`src/rtl/eightfn_alu_pkg.sv`:
```
package eightfn_alu_pkg;

  // Position of the operand-inversion bit inside the function code.
  localparam int unsigned FN_INV_BIT = 2;
  localparam int unsigned FN_W       = 3;

  // Output selection carried in the low two bits of the function code.
  typedef enum logic [1:0] {
    SEL_AND  = 2'b00,
    SEL_OR   = 2'b01,
    SEL_SUM  = 2'b10,
    SEL_LESS = 2'b11
  } alu_sel_e;

  // Adder construction styles.
  localparam int unsigned ADD_INFERRED = 0;
  localparam int unsigned ADD_RIPPLE   = 1;

endpackage

```
`src/rtl/alu_operand_prep.sv`:
```
module alu_operand_prep #(
  parameter int unsigned WIDTH = 32
) (
  input  logic [WIDTH-1:0] b_i,
  input  logic             inv_i,
  output logic [WIDTH-1:0] b_eff_o,
  output logic             cin_o
);

  // Inverting the operand and injecting a carry turns addition into subtraction.
  always_comb begin
    b_eff_o = inv_i ? ~b_i : b_i;
    cin_o   = inv_i;
  end

endmodule

```
`src/rtl/alu_adder.sv`:
```
module alu_adder #(
  parameter int unsigned WIDTH = 32,
  parameter int unsigned STYLE = 0
) (
  input  logic [WIDTH-1:0] x_i,
  input  logic [WIDTH-1:0] y_i,
  input  logic             cin_i,
  output logic [WIDTH-1:0] sum_o,
  output logic             ovf_o
);

  localparam int unsigned MSB = WIDTH - 1;

  generate
    if (STYLE == eightfn_alu_pkg::ADD_RIPPLE) begin : g_ripple
      logic [WIDTH:0] carry;
      assign carry[0] = cin_i;
      for (genvar i = 0; i < WIDTH; i++) begin : g_bit
        assign sum_o[i]   = x_i[i] ^ y_i[i] ^ carry[i];
        assign carry[i+1] = (x_i[i] & y_i[i]) | (carry[i] & (x_i[i] ^ y_i[i]));
      end
      // Signed overflow: carry into the top bit differs from carry out of it.
      assign ovf_o = carry[WIDTH] ^ carry[MSB];
    end else begin : g_inferred
      always_comb begin
        sum_o = x_i + y_i + {{(WIDTH-1){1'b0}}, cin_i};
        // Signed overflow: like-signed inputs give an opposite-signed sum.
        ovf_o = (x_i[MSB] == y_i[MSB]) && (sum_o[MSB] != x_i[MSB]);
      end
    end
  endgenerate

endmodule

```
`src/rtl/alu_logic_unit.sv`:
```
module alu_logic_unit #(
  parameter int unsigned WIDTH = 32
) (
  input  logic [WIDTH-1:0] x_i,
  input  logic [WIDTH-1:0] y_i,
  output logic [WIDTH-1:0] and_o,
  output logic [WIDTH-1:0] or_o
);

  always_comb begin
    and_o = x_i & y_i;
    or_o  = x_i | y_i;
  end

endmodule

```
`src/rtl/alu_result_sel.sv`:
```
module alu_result_sel #(
  parameter int unsigned WIDTH = 32
) (
  input  eightfn_alu_pkg::alu_sel_e sel_i,
  input  logic                      inv_i,
  input  logic [WIDTH-1:0]          and_i,
  input  logic [WIDTH-1:0]          or_i,
  input  logic [WIDTH-1:0]          sum_i,
  input  logic                      ovf_i,
  output logic [WIDTH-1:0]          result_o,
  output logic                      zero_o
);

  import eightfn_alu_pkg::*;

  localparam int unsigned MSB = WIDTH - 1;

  logic less;

  always_comb begin
    // The sign of the difference is wrong exactly when it overflowed.
    less = sum_i[MSB] ^ ovf_i;
    unique case (sel_i)
      SEL_AND:  result_o = and_i;
      SEL_OR:   result_o = or_i;
      SEL_SUM:  result_o = sum_i;
      SEL_LESS: result_o = inv_i ? {{(WIDTH-1){1'b0}}, less} : '0;
      default:  result_o = '0;
    endcase
    zero_o = ~|result_o;
  end

endmodule

```
`src/rtl/eightfn_alu.sv`:
```
module eightfn_alu #(
  parameter int unsigned WIDTH     = 32,
  parameter int unsigned ADD_STYLE = eightfn_alu_pkg::ADD_INFERRED
) (
  input  logic [WIDTH-1:0] a_i,
  input  logic [WIDTH-1:0] b_i,
  input  logic [2:0]       fn_i,
  output logic [WIDTH-1:0] result_o,
  output logic             zero_o
);

  import eightfn_alu_pkg::*;

  logic             inv;
  alu_sel_e         sel;
  logic [WIDTH-1:0] b_eff;
  logic             cin;
  logic [WIDTH-1:0] sum;
  logic             ovf;
  logic [WIDTH-1:0] and_v;
  logic [WIDTH-1:0] or_v;

  assign inv = fn_i[FN_INV_BIT];
  assign sel = alu_sel_e'(fn_i[1:0]);

  alu_operand_prep #(.WIDTH(WIDTH)) u_prep (
    .b_i     (b_i),
    .inv_i   (inv),
    .b_eff_o (b_eff),
    .cin_o   (cin)
  );

  alu_adder #(.WIDTH(WIDTH), .STYLE(ADD_STYLE)) u_add (
    .x_i   (a_i),
    .y_i   (b_eff),
    .cin_i (cin),
    .sum_o (sum),
    .ovf_o (ovf)
  );

  alu_logic_unit #(.WIDTH(WIDTH)) u_logic (
    .x_i   (a_i),
    .y_i   (b_eff),
    .and_o (and_v),
    .or_o  (or_v)
  );

  alu_result_sel #(.WIDTH(WIDTH)) u_sel (
    .sel_i    (sel),
    .inv_i    (inv),
    .and_i    (and_v),
    .or_i     (or_v),
    .sum_i    (sum),
    .ovf_i    (ovf),
    .result_o (result_o),
    .zero_o   (zero_o)
  );

endmodule

```
`config.mk`:
```
export PLATFORM = sky130hd
export DESIGN_NAME = eightfn_alu
export DESIGN_NICKNAME = d
export VERILOG_FILES = /design/src/rtl/eightfn_alu_pkg.sv /design/src/rtl/alu_operand_prep.sv /design/src/rtl/alu_adder.sv /design/src/rtl/alu_logic_unit.sv /design/src/rtl/alu_result_sel.sv /design/src/rtl/eightfn_alu.sv
export SDC_FILE = /design/constraint.sdc
export NUM_CORES = 1
export LEC_CHECK = 0
export ABC_AREA = 1
export CAP_MARGIN = 40
export CORE_ASPECT_RATIO = 0.6
export CORE_MARGIN = 3
export CORE_UTILIZATION = 48
export DETAILED_ROUTE_END_ITERATION = 7
export PLACE_DENSITY = 0.78
export SYNTH_ARGS = -nofsm -noshare
export SYNTH_HDL_FRONTEND = slang
export SYNTH_SLANG_ARGS = --single-unit
export TNS_END_PERCENT = 20
```
`constraint.sdc`:
```
create_clock -name vclk -period 4.7
set_input_delay 1.175 -clock vclk [all_inputs]
set_output_delay 1.175 -clock vclk [all_outputs]
set_load 0.1 [all_outputs]
```
==> results by group, run 1 <==
Placement
  • Place WS: -0.619 ns
  • DP HPWL: 13400 µm
  • GP Congestion: 1.08
  • Port bufs: 100

Floorplanning
  • Die Height: 78.2 µm
  • Boundary Pins: 100
  • Initial core utilization: 0.510
  • Chip Width: 126 µm
  • Row count: 25

Yosys
  • Largest family of logic cells by synthesized area: simple AND/OR/NAND/NOR gates
  • Sequential area share after synthesis: 0
  • Mapped Cells: 770
  • Netlist Area Pre-Place: 4170 µm²
  • Mean Syn Cell Area: 5.41 µm²
  • Simple-gate share of the synthesized area: 0.431
  • Number of distinct library cells after synthesis: 39
  • Synth warn: 0
  • Synth Area in XOR/XNOR: 0.0673
  • Multiplexer share of the synthesized area: 0
  • Synth Area in Adders: 0.197
  • Syn Nets: 902
  • Post-synthesis compound-gate area fraction: 0.123

GRT
  • Largest net degree at the start of global routing: 22

Outcome
  • Outcome: did not finish
  • Stop Error: [ERROR DPL-0038] Utilization greater than 100%, impossible to legalize
  • Failed at: global routing

STA
  • Worst_ep kind: output port
  • Worst setup endpoint GRT: zero_o

Clock network
  • Hold Buf Count CTS: 0
synthesized netlist by cell type, types with 3 or more instances:
| library cell | n | share of area |
|---|---|---|
| nand3b_1 | 5 | 0.0090 |
| nand2_4 | 3 | 0.0081 |
| a21oi_1 | 33 | 0.040 |
| nor2_2 | 11 | 0.017 |
| ha_1 | 64 | 0.19 |
| buf_2 | 7 | 0.0084 |
| or2_2 | 7 | 0.011 |
| nand3_1 | 41 | 0.049 |
| xnor2_1 | 32 | 0.067 |
| o221ai_1 | 7 | 0.015 |
| nor2_1 | 65 | 0.059 |
| inv_2 | 4 | 0.0036 |
| o21ai_0 | 28 | 0.034 |
| a21oi_2 | 3 | 0.0063 |
| nand2_2 | 18 | 0.027 |
| nand3_2 | 12 | 0.029 |
| nand2_1 | 210 | 0.19 |
| nand4_1 | 7 | 0.011 |
| o22ai_1 | 8 | 0.012 |
| inv_1 | 179 | 0.16 |
cells by family after synthesis:
family / Yosys count
adders and majority gates: 65
AOI/OAI and AO/OA: 87
xor gates and xnor gates: 32
and+or+nand+nor: 390
buffers and inverters: 196
stage by stage:
| step | std cells | utilization | cell area (µm²) |
|---|---|---|---|
| after floorplan | 770 | - | 4480 |
| after global placement | 1085 | 0.835 | 6820 |
| after detailed placement | 1085 | 0.835 | 6820 |
| after CTS | 1107 | 0.964 | 7870 |
repair_timing:
| item | in CTS |
|---|---|
| buffers inserted | 22 |
| resized for setup | 238 |
| cloned | 0 |
| endpoints found under the setup margin | 10 |
| pin swaps | 108 |
==> run 2, diff against run 1 <==
CORE_ASPECT_RATIO = unset   (was 0.6)
CORE_UTILIZATION = 40   (was 48)
PLACE_DENSITY = unset   (was 0.78)
PLACE_DENSITY_LB_ADDON = 0.15   (was unset)
clock period = 6.11 ns   (was 4.7 ns; I/O delays follow)
==> run 2 against run 1 <==
The flow now finishes without violations. Area after synthesis unchanged. Synthesized cell count unchanged.
==> results by group, run 2 <==
Yosys
  • Synth warn: 0
  • Mapped Cells: 770
  • Area contributors post-synth: ha_1 19%, nand2_1 19%, inv_1 16%, xnor2_1 6.7%, nor2_1 5.9%
  • Netlist Area Pre-Place: 4170 µm²
  • Mean Syn Cell Area: 5.41 µm²
  • Synth top area share: 0.192
  • Synth top cells by count: 210 x nand2_1, 179 x inv_1, 65 x nor2_1
  • Syn Nets: 902
  • Sequential area share after synthesis: 0
  • Most frequent cell after synthesis: nand2_1
  • Number of distinct library cells after synthesis: 39
  • Yosys top cell by area: ha_1

Layout
  • Fill count: 943
  • Commonest non-fill, non-tap cell in the layout: nand2_1
  • # nets final: 1025
  • Most frequent cells in the layout: 207 x nand2_1, 176 x inv_1, 61 x clkdlybuf4s50_1, 57 x nor2_1, 57 x ha_1
  • Clock tree buffer count of the final layout: 0
  • Share of layout cells above drive strength 1: 0.198
  • Final Non-Filler Cells: 1024
  • Sequential Area: 0 µm²
  • Area Growth Syn to Fin: 49.9%
  • Seq cells: 0
  • Ant. Diodes: 0

Drt
  • DRC: 0
  • Final ANT Viol Nets: 0
  • Via count: 5055
  • Via density: 4.94
  • DR WL/cell: 14.8 µm
  • 1st-pass router iterations: 5
  • Initial drt markers: 240
  • Routed wire length: 15200 µm

STA
  • Setup Viol. Count Final: 0
  • Hold Violations, Final: 0
  • Slew HR: 0.589
  • Fin crit share: 0.979
  • Worst Tran Pin Value: 0.612 ns
  • Max Clk Rate: 167 MHz
  • Max-slew violation count: 0
  • Setup_tns: 0 ns
  • Fin worst setup slack: 0.130 ns
  • RSZ-0062 raised after global routing: no
  • Period minus WS final: 5.98 ns

Outcome
  • Outcome: finished, final reports clean

Placement
  • Port bufs: 100
  • Placed cells: 1007
  • GP Congestion: 0.927
  • DP HPWL: 12800 µm
  • Place WS: 0.0240 ns

Worst setup path
  • CP Launch Type: primary input
  • WS Path Type: primary input to output port
  • CP arrival: 4.45 ns
  • Crit end category: output port
  • Critical path required time: 4.58 ns
  • CP max FO: 5

Floorplanning
  • Initial core utilization: 0.419
  • Chip Width: 108 µm
  • Die Height: 108 µm
  • Boundary Pins: 100
  • Die ar.: 11700 µm²
  • Core ar.: 9950 µm²
  • Row count: 36

GRT
  • Largest net degree at the start of global routing: 23
  • Vias in the first global route: 4979
  • Congestion Overflow GR: 0
  • Global router's overall resource usage: 0.252
  • First-pass GRT wire length: 23900 µm
  • Initial antenna violation count: 0

Pwr
  • P per Cell Area: 157 nW/µm²
  • Lkg Pwr: 3.36 nW
  • Peak VDD IR: 0.000105 V

Job
  • Max-Cap Viols: 0

Hold path
  • Hold crit path type: primary input to output port
## run 2: cell counts after synthesis
No cell type changed its count.
## run 2: worst max-delay path, stage by stage
cell	delay (ns)
clkdlybuf4s50_1	0.48
xnor2_4	0.17
fa_1	0.41
inv_2	0.09
nand3_1	0.09
nand3_2	0.13
nand3_1	0.13
nand3_4	0.16
buf_4	0.13
a21oi_1	0.05
o21ai_0	0.10
nand3_2	0.14
nor2_1	0.12
nand3b_1	0.11
nor2_2	0.17
nand2_2	0.10
nor2_4	0.16
buf_12	0.19
## run 2: layout make-up
class	count	area, µm²	area share
timing repair buffer	132	1620	0.259
multi-input combinational	574	3760	0.603
inverter	185	694	0.111
tap	133	166	0.0266
## run 2: path summary, 6_finish.rpt
path                   start           to  slack [ns]  cells after the start
worst min-delay path  a_i[0]  result_o[0]        3.82                      6
worst max-delay path  b_i[1]       zero_o        0.13                     18
## run 2: kinds of logic after synthesis
kind of cell,share of synthesized area
AOI/OAI and AO/OA,0.123
buffers and inverters,0.181
adders and majority gates,0.197
and+or+nand+nor,0.431
xor gates and xnor gates,0.0673
## run 2: metal layers
layer / vias to the layer above / routed length (µm) / track usage / part of all wire
met2: 168 / 7540 / 0.464 / 0.50
met3: 17 / 883 / 0.0173 / 0.058
met4: 0 / 251 / 0.0460 / 0.017
met1: 2263 / 6490 / 0.325 / 0.43
met5: - / 0 / 0 / 0
li1: 2607 / - / - / -
## run 2: stage by stage
| stage | total power (W) | utilization | cell area (µm²) | hold WS [ns] |
|---|---|---|---|---|
| 2_1_floorplan | 0.000628 | - | 4480 | 3.59 |
| 3_3_place_gp | 0.000936 | 0.605 | 6030 | 3.93 |
| 3_5_place_dp | 0.000948 | 0.605 | 6030 | 3.95 |
| 4_1_cts | 0.000951 | 0.605 | 6030 | 3.95 |
| 5_1_grt | 0.00106 | 0.627 | 6250 | 3.87 |
| 6_report | 0.000983 | 0.627 | 6250 | 3.82 |
## run 2: where the power goes
part / switching, W / internal (W)
sequential: 0 / 0
combinational: 0.000622 / 0.000361
clock: 0 / 0
total: 0.000622 / 0.000361
## run 2: repair_timing
item,CTS,global route
setup buffers,0,17
resized for setup,0,27
hold buffers,0,0
endpoints found under the setup margin,0,1
Note: power is estimated with default switching activity, not from simulation.
